==> src/rtl/nic_pkg.sv <==
package nic_pkg;
    localparam int LVL_W = 2;
    typedef logic [LVL_W-1:0] lvl_t;
    // level at which every maskable request is held off
    localparam lvl_t LVL_MASKED = 2'd3;
endpackage

==> src/rtl/nic_arbiter.sv <==
module nic_arbiter
    import nic_pkg::*;
#(
    parameter int NSRC = 6
) (
    input  logic [NSRC-1:0]       req,
    input  logic [NSRC*LVL_W-1:0] src_lvl,
    input  lvl_t                  cur,
    input  logic [NSRC-1:0]       sel_mask,
    output logic [NSRC-1:0]       elig,
    output logic                  win_vld,
    output logic [$clog2(NSRC)-1:0] win_idx,
    output lvl_t                  win_lvl
);
    localparam int IW = $clog2(NSRC);

    lvl_t lvl_a [NSRC];

    for (genvar g = 0; g < NSRC; g++) begin : g_src
        assign lvl_a[g] = src_lvl[g*LVL_W +: LVL_W];
        assign elig[g]  = req[g] && (lvl_a[g] > cur);
    end

    // ascending scan with >= lets the higher index win on a level tie
    always_comb begin
        win_vld = 1'b0;
        win_idx = '0;
        win_lvl = '0;
        for (int i = 0; i < NSRC; i++) begin
            if (elig[i] && sel_mask[i] && (!win_vld || lvl_a[i] >= win_lvl)) begin
                win_vld = 1'b1;
                win_idx = IW'(i);
                win_lvl = lvl_a[i];
            end
        end
    end
endmodule

==> src/rtl/nic_wake.sv <==
module nic_wake #(
    parameter int               NSRC     = 6,
    parameter logic [NSRC-1:0]  HALT_CAP = 6'b110001
) (
    input  logic [NSRC-1:0] elig,
    input  logic            wait_st,
    input  logic            halt_st,
    output logic            wake
);
    logic any_elig;
    logic any_cap;

    always_comb begin
        any_elig = |elig;
        any_cap  = |(elig & HALT_CAP);
        wake     = (wait_st && any_elig) || (halt_st && any_cap);
    end
endmodule

==> src/rtl/nic_lvl_stack.sv <==
module nic_lvl_stack
    import nic_pkg::*;
#(
    parameter int DEPTH = 4
) (
    input  logic clk,
    input  logic rst_n,
    input  logic push,
    input  logic pop,
    input  logic set,
    input  lvl_t push_lvl,
    input  lvl_t set_lvl,
    output lvl_t cur_lvl
);
    localparam int PW = (DEPTH > 1) ? $clog2(DEPTH) : 1;

    typedef struct packed {
        lvl_t [DEPTH-1:0] slot;
        logic [PW-1:0]    sp;
        lvl_t             cur;
    } stk_t;

    stk_t st_d, st_q;
    logic [PW-1:0] sp_inc, sp_dec;

    always_comb begin
        st_d   = st_q;
        sp_inc = (st_q.sp == PW'(DEPTH-1)) ? '0 : st_q.sp + 1'b1;
        sp_dec = (st_q.sp == '0) ? PW'(DEPTH-1) : st_q.sp - 1'b1;
        if (push) begin
            st_d.slot[st_q.sp] = st_q.cur;
            st_d.sp            = sp_inc;
            st_d.cur           = push_lvl;
        end else if (pop) begin
            st_d.sp  = sp_dec;
            st_d.cur = st_q.slot[sp_dec];
        end else if (set) begin
            st_d.cur = set_lvl;
        end
    end

    always_ff @(posedge clk or negedge rst_n) begin
        if (!rst_n) begin
            st_q.sp  <= '0;
            st_q.cur <= LVL_MASKED;
            for (int k = 0; k < DEPTH; k++) st_q.slot[k] <= LVL_MASKED;
        end else begin
            st_q <= st_d;
        end
    end

    assign cur_lvl = st_q.cur;

    a_r4_push_loads: assert property (@(posedge clk) disable iff (!rst_n)
        push |=> cur_lvl == $past(push_lvl));
    a_r6_pop_restores: assert property (@(posedge clk) disable iff (!rst_n)
        ($past(push) && pop && !push) |=> cur_lvl == $past(cur_lvl, 2));
    a_r7_set_loads: assert property (@(posedge clk) disable iff (!rst_n)
        (set && !push && !pop) |=> cur_lvl == $past(set_lvl));
endmodule

==> src/rtl/nest_irq_ctl.sv <==
module nest_irq_ctl
    import nic_pkg::*;
#(
    parameter int              NSRC        = 6,
    parameter int              STACK_DEPTH = 4,
    parameter logic [NSRC-1:0] HALT_CAP    = 6'b110001
) (
    input  logic                     clk,
    input  logic                     rst_n,
    input  logic [NSRC-1:0]          irq_req,
    input  logic [2*NSRC-1:0]        irq_lvl,
    input  logic                     nest_en,
    input  logic                     wait_st,
    input  logic                     halt_st,
    input  logic                     enter_ack,
    input  logic                     exit_ret,
    input  logic                     lvl_set,
    input  logic [1:0]               lvl_set_val,
    output logic                     irq_take,
    output logic [$clog2(NSRC)-1:0]  irq_vec,
    output logic                     wake,
    output logic [1:0]               cur_lvl
);
    typedef struct packed {
        logic post_halt;
    } ctl_t;

    ctl_t ctl_d, ctl_q;

    logic [NSRC-1:0] elig, sel_mask;
    logic            win_vld, take_fire, do_pop;
    logic [$clog2(NSRC)-1:0] win_idx;
    lvl_t            win_lvl, push_lvl, cur_q;

    always_comb begin
        sel_mask  = (halt_st || ctl_q.post_halt) ? HALT_CAP : '1;
        take_fire = enter_ack && win_vld;
        do_pop    = exit_ret && !take_fire;
        push_lvl  = nest_en ? win_lvl : LVL_MASKED;
        ctl_d     = ctl_q;
        if (halt_st)        ctl_d.post_halt = 1'b1;
        else if (take_fire) ctl_d.post_halt = 1'b0;
    end

    always_ff @(posedge clk or negedge rst_n) begin
        if (!rst_n) ctl_q <= '0;
        else        ctl_q <= ctl_d;
    end

    nic_arbiter #(.NSRC(NSRC)) u_arb (
        .req      (irq_req),
        .src_lvl  (irq_lvl),
        .cur      (cur_q),
        .sel_mask (sel_mask),
        .elig     (elig),
        .win_vld  (win_vld),
        .win_idx  (win_idx),
        .win_lvl  (win_lvl)
    );

    nic_wake #(.NSRC(NSRC), .HALT_CAP(HALT_CAP)) u_wake (
        .elig    (elig),
        .wait_st (wait_st),
        .halt_st (halt_st),
        .wake    (wake)
    );

    nic_lvl_stack #(.DEPTH(STACK_DEPTH)) u_stk (
        .clk      (clk),
        .rst_n    (rst_n),
        .push     (take_fire),
        .pop      (do_pop),
        .set      (lvl_set),
        .push_lvl (push_lvl),
        .set_lvl  (lvl_set_val),
        .cur_lvl  (cur_q)
    );

    assign irq_take = win_vld;
    assign irq_vec  = win_idx;
    assign cur_lvl  = cur_q;

    a_r2_take_above: assert property (@(posedge clk) disable iff (!rst_n)
        irq_take |-> (irq_req[irq_vec] && (irq_lvl[irq_vec*2 +: 2] > cur_lvl)));
    a_r5_conc_blocks: assert property (@(posedge clk) disable iff (!rst_n)
        (enter_ack && irq_take && !nest_en) |=> !irq_take);
    a_r9_halt_wake: assert property (@(posedge clk) disable iff (!rst_n)
        (halt_st && !wait_st && wake) |-> |(irq_req & HALT_CAP));
    a_r10_first_capable: assert property (@(posedge clk) disable iff (!rst_n)
        ((halt_st || ctl_q.post_halt) && irq_take) |-> HALT_CAP[irq_vec]);
    a_r12_no_take_no_change: assert property (@(posedge clk) disable iff (!rst_n)
        (enter_ack && !irq_take && !exit_ret && !lvl_set) |=> $stable(cur_lvl));
endmodule

==> config.mk <==
export PLATFORM = sky130hd
export DESIGN_NAME = nest_irq_ctl
export DESIGN_NICKNAME = d
export VERILOG_FILES = /design/src/rtl/nic_pkg.sv /design/src/rtl/nic_arbiter.sv /design/src/rtl/nic_wake.sv /design/src/rtl/nic_lvl_stack.sv /design/src/rtl/nest_irq_ctl.sv
export SDC_FILE = /design/constraint.sdc
export NUM_CORES = 1
export LEC_CHECK = 0
export BUFFER_PORTS_ARGS = -buffer_cell sky130_fd_sc_hd__buf_2
export CAP_MARGIN = 20
export CORE_MARGIN = 4
export CORE_UTILIZATION = 50
export DETAILED_ROUTE_END_ITERATION = 10
export PLACE_DENSITY = 0.73
export SYNTH_ARGS = -nofsm -noshare
export SYNTH_HDL_FRONTEND = slang
export SYNTH_SLANG_ARGS = --single-unit
==> constraint.sdc <==
create_clock -name clk -period 16.1 [get_ports clk]
set_input_delay 1.61 -clock clk [delete_from_list [all_inputs] [get_ports clk]]
set_output_delay 1.61 -clock clk [all_outputs]
set_load 0.005 [all_outputs]
==> metrics.txt <==
outcome=finished, final reports clean; Synth Area per Inst=9.65 sq um; Clock Pin Slew Worst Setup and Hold Paths=70 ps; Hold Path End=ctl_q; RSZ-0062 raised after global routing=no; antenna-violating nets left=0; hold path start=ctl_q; antenna violations before repair=0; # rows=20; clk_lat worst skew=280 ps; Worst Max-Slew Pin Slew=445 ps; CTS HTree Levels=1; # diodes=0; Worst R2R Start=u_stk.cur_lvl[1]; worst reg2reg endpoint=u_stk.cur_lvl[0]; post-cts sizing count=0; Clock Sinks=13; Crit-path slowest cell=o211ai_4; post-DP HPWL=2990 microns; synth top area cells=ha_1 (19%), dfstp_2 (16%), mux2_4 (5.4%), dfrtp_1 (4.5%), nand2_1 (3.8%); largest net degree at the start of global routing=14; router iterations before antenna repair=4; Pins Over Slew Limit=0; hold_buf cts=0; GPL Wtd Cong=0.873; Worst Path Max Fanout=12; Overflow after GRT=0; layout cells sized above 1=37.9%; CP Capture Type=primary output; setup tns final=0 ps; most frequent cells in the layout=buf_2 (34), ha_1 (26), nand2_1 (17); commonest non-fill, non-tap cell in the layout=buf_2; DP Area=1850 sq um; Synth Cell Area=1680 sq um; CP Launch Type=primary input; Layout area overhead=11.8%; WL/cell=14.4 microns; WS Path Type=in -> out; Post-Route Skew=1.51 ps; clk buf depth=2; Final Hold Fails=0; Setup Viol. Count Final=0; Max Cap Viol=0; Worst R2R Path Depth=33; HP Class=reg -> reg; Main synth FF type=dfstp_2; post-synth cell types=51; initial core utilization=53.7%; Num CTS Buffers=3; hold depth=2; flop2flop setup slack=8640 ps; nets=261; port bufs=34; Fillers=279; Arrival @ worst endpoint=8410 ps; post-route minimum period=10020 ps; total core area=3130 sq um; area leader, netlist=ha_1; cell count after synthesis=174; Die X=66.0 microns; GRT Resource Usage Total=18.2%; First DRT Iteration DRCs=56; CP bufs+invs=3; I/O pin count=35; DIE AREA=4350 sq um; first-pass GRT wire length=6240 microns; fmax=99.8 MHz; Via density=5.40; DRC=0; syn_nets=228; vias in the first global route=1391; Critical Path RT=14490 ps; via count=1351; proportion of synthesized chip area in sequential cells=20.1%; #FFs+latches synth=13; maximum VDD drop=67.6 uV; pwr/cell area=157 nW/um^2; most used cell, CP=ha_1; Post-synth EDFFs=0; TritonCTS clock tree=yes; crit share post-route=62.2%; CP peak stage delay=350 ps; async set-reset flop share out of synthesis=100%; Max transition margin=70.4%; area share of the largest cell type after synthesis=19.4%; die height=66.0 microns; Synth warnings=0; root buf cell=clkbuf_4; post-route cell area=1880 sq um; static leakage=0.926 nW; Crit path max-delay family=compound AO/OA/AOI/OAI gates; Post-CTS Setup Inserts=0; WL final=3610 microns
-- Yosys cell counts (3+ instances only) --
| cell type | number |
|---|---|
| a21oi_1 | 5 |
| buf_6 | 3 |
| dfrtp_1 | 3 |
| dfstp_2 | 10 |
| ha_1 | 26 |
| inv_1 | 14 |
| mux2_4 | 6 |
| mux2i_1 | 4 |
| nand2_1 | 17 |
| nand2_2 | 3 |
| nand2b_1 | 4 |
| nor2_1 | 8 |
| nor2b_4 | 3 |
| o211ai_1 | 3 |
| o211ai_4 | 3 |
| o21a_1 | 3 |
| o21ai_0 | 5 |
| or2_1 | 4 |
| or2_2 | 4 |
-- through the flow --
stage	power (mW)	setup slack, ps	std cells	utilization, %	hold slack, ps
2_1_floorplan	0.236	6990	174	-	513
3_3_place_gp	0.267	6360	246	59.2	533
3_5_place_dp	0.275	6170	246	59.2	543
4_1_cts	0.297	6140	250	60.0	554
5_1_grt	0.325	5660	250	60.0	611
6_report	0.295	6080	250	60.0	554
-- logic make-up (layout without fill, tap and decap cells) --
kind of cell | count (synthesis) | count (layout) | synth area share, %
compound gates | 44 | 44 | 23.0
fa+ha+maj | 26 | 26 | 19.4
buf+inv | 20 | 52 | 6.33
flops | 13 | 13 | 20.1
mux | 14 | 14 | 11.8
simple gates | 57 | 57 | 19.4
-- per-layer routing --
| metal | track usage, % | part of all wire [%] |
|---|---|---|
| met1 | 24.4 | 48 |
| met2 | 29.8 | 46 |
| met3 | 3.06 | 4.6 |
| met4 | 5.58 | 1.2 |
| met5 | 0 | 0 |
-- sequential cells by signal, summed over array words and instances, names as in the netlist --
register	cells
u_stk.st_q	10
u_stk.cur_lvl	2
ctl_q	1
-- worst max-delay path by stage --
stage / from / end / slack, ps / depth (start not counted)
floorplan: irq_lvl[1] / irq_vec[1] / 6990 / 35
global placement: irq_lvl[1] / irq_vec[1] / 6360 / 34
detailed placement: irq_lvl[1] / irq_vec[1] / 6170 / 34
CTS: irq_lvl[1] / irq_vec[1] / 6140 / 33
global route: irq_lvl[1] / irq_vec[1] / 5660 / 34
finish: irq_lvl[1] / irq_vec[1] / 6080 / 34
-- final cells by class --
class | count | area [sq um] | share of cell area, %
multi-input combinational | 141 | 1230 | 65.8
sequential | 13 | 338 | 18.0
clock buffer | 4 | 26.3 | 1.40
timing repair buffer | 34 | 170 | 9.07
inverter | 14 | 52.6 | 2.80
tap | 44 | 55.1 | 2.93
-- report_power, final --
group	internal (mW)	switching [mW]
clock network	0.00963	0.0106
registers	0.0590	0.0190
logic	0.0978	0.0991
total	0.166	0.129
-- worst reg2reg max path: cells and delay by family, from the launching register on --
| family | cells | cell delay, ps |
|---|---|---|
| AO/OA/AOI/OAI | 16 | 3400 |
| adder cells (fa/ha/maj) | 6 | 1690 |
| buffers and inverters | 2 | 220 |
| flip-flops | 1 | 600 |
| multiplexers | 1 | 290 |
| AND/OR/NAND/NOR | 8 | 1200 |
Power figures use the tool's default switching activity.
